## config.mk

```make
export PLATFORM = sky130hd
export DESIGN_NAME = blkcrc_byte_step
export DESIGN_NICKNAME = d
export VERILOG_FILES = /design/src/rtl/blkcrc_pkg.sv /design/src/rtl/blkcrc_byte_step.sv
export SDC_FILE = /design/constraint.sdc
export NUM_CORES = 1
export LEC_CHECK = 0
export BUFFER_PORTS_ARGS = -buffer_cell sky130_fd_sc_hd__buf_2
export CORE_AREA = 8 8 45 47
export DETAILED_ROUTE_END_ITERATION = 8
export DIE_AREA = 0 0 53 55
export PLACE_DENSITY = 0.68
export SYNTH_ARGS = -nofsm -noshare
export SYNTH_HDL_FRONTEND = slang
export SYNTH_SLANG_ARGS = --single-unit
export TNS_END_PERCENT = 10
```

## constraint.sdc

```tcl
create_clock -name vclk -period 1.5
set_clock_uncertainty 0.1 [all_clocks]
set_input_delay 0.075 -clock vclk [all_inputs]
set_output_delay 0.075 -clock vclk [all_outputs]
set_load 0.03 [all_outputs]
```

## src/rtl/blkcrc_pkg.sv

```systemverilog
`timescale 1ns/1ps
package blkcrc_pkg;

   // Order in which the bits of a byte enter the shift register.
   typedef enum logic {
      ORDER_MSB_FIRST = 1'b0,
      ORDER_LSB_FIRST = 1'b1
   } crc_order_e;

   // Generator written in normal (MSB-first) form: x^16+x^12+x^5+1.
   localparam logic [15:0] GEN_CCITT16 = 16'h1021;

endpackage

```

## src/rtl/blkcrc_byte_step.sv

```systemverilog
`timescale 1ns/1ps
module blkcrc_byte_step
   import blkcrc_pkg::*;
#(
   parameter int                 CRC_W  = 16,
   parameter int                 DATA_W = 8,
   parameter logic [CRC_W-1:0]   POLY   = GEN_CCITT16,
   parameter crc_order_e         ORDER  = ORDER_LSB_FIRST
) (
   input  logic [CRC_W-1:0]  crc_in,
   input  logic [DATA_W-1:0] dat_in,
   output logic [CRC_W-1:0]  crc_out
);
   function automatic logic [CRC_W-1:0] mirror(input logic [CRC_W-1:0] v);
      logic [CRC_W-1:0] r;
      for (int i = 0; i < CRC_W; i++) r[i] = v[CRC_W-1-i];
      return r;
   endfunction

   localparam logic [CRC_W-1:0] POLY_R = mirror(POLY);

   generate
      if (ORDER == ORDER_LSB_FIRST) begin : g_lsb
         logic [CRC_W-1:0] acc;
         logic             fb;
         always_comb begin
            acc = crc_in;
            fb  = 1'b0;
            for (int b = 0; b < DATA_W; b++) begin
               fb  = acc[0] ^ dat_in[b];
               acc = {1'b0, acc[CRC_W-1:1]} ^ (fb ? POLY_R : '0);
            end
            crc_out = acc;
         end
      end else begin : g_msb
         logic [CRC_W-1:0] acc;
         logic             fb;
         always_comb begin
            acc = crc_in;
            fb  = 1'b0;
            for (int b = 0; b < DATA_W; b++) begin
               fb  = acc[CRC_W-1] ^ dat_in[DATA_W-1-b];
               acc = {acc[CRC_W-2:0], 1'b0} ^ (fb ? POLY : '0);
            end
            crc_out = acc;
         end
      end
   endgenerate
endmodule

```

# Word-level counts from Yosys, hierarchy flattened
# Index checks and enable logic that the tools add are counted.
[totals]
in_bits = 24
wordCells = 24
ff_bits = 0
output_inout_bits = 16
[op_classes]
mux = 8
n_bitwise = 16
[ops]
columns = ["cell", "count"]
rows = [
  ["two-way mux 16 bit", 8],
  ["bitwise XOR 15 x 16 -> 16 bit", 8],
  ["bitwise XOR 1 bit", 8],
]

# Logic depth before layout (Yosys ltp)
[logic_depth]
depth_word = 24
ltp_mapped = 4
depth_no_buf = 3

# Worst setup path after synthesis
# OpenSTA, ideal clock, no wires.
[synth_path]
kind = "input to output"
from = "in dat_in[2]"
to = "out crc_out[10]"
stages = 2
path_slack_ns = 0.362
n_path_buf = 0
required_time_ns = 1.325
arrival_time_ns = 0.963
cell_sequence = "xnor2_2 -> xnor3_1"
[synth_via]
elab_chain_len = 8
[synth_rtl]
columns = ["element", "line", "text"]
rows = [
  ["from (decl)", "blkcrc_byte_step.sv:11", "input logic [DATA_W-1:0] dat_in,"],
  ["bitwise XOR 1 bit", "blkcrc_byte_step.sv:30", "fb = acc[0] ^ dat_in[b];"],
  ["two-way mux 16 bit", "blkcrc_byte_step.sv:31", "acc = {1'b0, acc[CRC_W-1:1]} ^ (fb ? POLY_R : '0);"],
  ["bitwise XOR 15 x 16 -> 16 bit (6 in a row)", "blkcrc_byte_step.sv:31", ""],
  ["to (decl)", "blkcrc_byte_step.sv:12", "output logic [CRC_W-1:0] crc_out"],
]
# No other way between the ends.

# Worst setup path after layout
[layout_path]
from = "in dat_in[2]"
to = "out crc_out[2]"
[layout_via]
elab_chain_len = 10
[layout_rtl]
columns = ["element", "line"]
rows = [
  ["bitwise XOR 1 bit", "blkcrc_byte_step.sv:30"],
  ["two-way mux 16 bit", "blkcrc_byte_step.sv:31"],
  ["bitwise XOR 15 x 16 -> 16 bit (4 in a row)", "blkcrc_byte_step.sv:31"],
  ["bitwise XOR 1 bit", "blkcrc_byte_step.sv:30"],
  ["two-way mux 16 bit", "blkcrc_byte_step.sv:31"],
  ["bitwise XOR 15 x 16 -> 16 bit (2 in a row)", "blkcrc_byte_step.sv:31"],
]
# No other way between the ends.

==> out/metrics.cfg <==
[floorplanning]
dieArea_um2 = 2915
core-area_um2 = 1384
die_height_um = 55
fp.dieW_um = 53
ios = 40
initial_core_util_pct = 28.03
rows = 14

[cells_and_area]
area_delta_synth_final_pct = 56.77
nFlopsAndLatches = 0
fill_cells = 144
stdcell_count = 82
n_antenna_cell = 0
seq_area_um2 = 0
fin_nets = 92
nClkBuffers = 0
drive_above_1_share_pct = 71.21

[logic_synthesis]
synth_cell_type_count = 8
yosysTopAreaCellShare_pct = 29.03
synth.area.top_cells = xnor3_1, xnor2_1, xnor2_2
syn_area_um2 = 387.9
synthCells = 26
synth_fp_nets = 50
syn_avg_cell_area_um2 = 14.92
ys_seq_area_share_pct = 0
yosys-top-cells-count = xnor2_1, xnor3_1, xnor2_2
yosysMostFrequentCell = xnor2_1
yosysWarnings = 0
yosysTopAreaCell = xnor3_1

[grt]
grt_max_degree = 6
antenna_found_initial = 0
grt_pass1_wl_um = 1490
grt_pass1_vias = 346
overflow = 0
track_usage_pct = 6.106

[sta]
grt_setup_unrepaired = no
fin_crit_sh_pct = 89.78
min_period_ns = 1.347
relSlewSlack_pct = 73.83
setup_viol = 0
finalMaxSlewViolations = 0
tightest_slew_ns = 0.3897
fmax_ghz = 0.7425
hold_violations = 0
setup_tns_ns = 0

[placed_design]
place_congestion = 0.7131
dp.cells = 82
port_buffers = 40

[detailed_routing]
wl_per_cell_um = 12.38
routed_wirelength_um = 1015
vias_per_cell = 4.146
dr_total_vias = 340
drc = 0
dr.pass1.iters = 4
drtIter0Drc = 1
ant_nets = 0

[worst_setup_path]
critPathKind = primary input to output pin
cp-start-kind = primary input
end_kind = output pin
required_ns = 1.32
crit_start = dat_in[2]
arrival_ns = 1.17
critPathMaxFanout = 5

[status]
status = complete, no violations

[power]
p_leak_nw = 0.3696
vdd_ir_drop_max_v = 0.0003450
power.density_nw_per_um2 = 921.4

[worst_hold_path]
hp-start = crc_in[12]
hp-class = primary input to output pin

[clock_network]
cts_resized = 0
cts_setup_buffers = 0
holdBufCountCts = 0

[run]
cap_violations = 0

## cells by family after synthesis
group,count (synthesis),share of synthesized area (%)
buffers and inverters,2,2.903
xor gates and xnor gates,24,97.10
## worst max-delay path: stages
cell     delay, ns
buf_2         0.11
xnor2_2       0.33
xor3_4        0.45
buf_2         0.20
## per-stage QoR
stage | utilization [%] | hold slack (ns) | total power, mW | instance area (um^2) | setup slack [ns]
after floorplan | - | 0.2468 | 0.4208 | 387.9 | 0.3622
after global placement | 43.94 | 0.3581 | 0.5608 | 608.1 | 0.1793
after detailed placement | 43.94 | 0.3600 | 0.5660 | 608.1 | 0.1362
after CTS | 43.94 | 0.3595 | 0.5681 | 608.1 | 0.1362
after global routing | 43.94 | 0.3706 | 0.5913 | 608.1 | 0.07985
final | 43.94 | 0.3562 | 0.5603 | 608.1 | 0.1533
## layout by cell type, fill, tap and decap left out
cell type and instances:
xnor2_2 4, xor3_1 2, xnor2_1 8, xor3_4 2, buf_2 40, buf_4 1, xor2_1 3, inv_1 1
xnor3_1 5
## final timing paths
path,to,slack [ns],cells past startpoint
setup / recovery,crc_out[2],0.15,4
hold / removal,crc_out[4],0.36,3
## layout make-up
| cell class | count | area, um^2 | area share, % |
|---|---|---|---|
| well taps | 16 | 20.02 | 3.292 |
| inverters | 1 | 3.754 | 0.6173 |
| repair buffers | 41 | 207.7 | 34.16 |
| multi-input cells | 24 | 376.6 | 61.93 |
## routing by layer
layer / track usage [%] / vias to the layer above / routed length (um)
met1: 7.740 / 147 / 409
met2: 10.74 / 28 / 434
met3: 1.604 / 0 / 171
met4: 0 / 0 / 0
met5: 0 / - / 0
li1: - / 165 / -
## power breakdown
group | internal, mW | switching, mW
logic | 0.235 | 0.325
clock network | 0 | 0
registers | 0 | 0
total | 0.235 | 0.325
(Power assumes the default switching activity.)
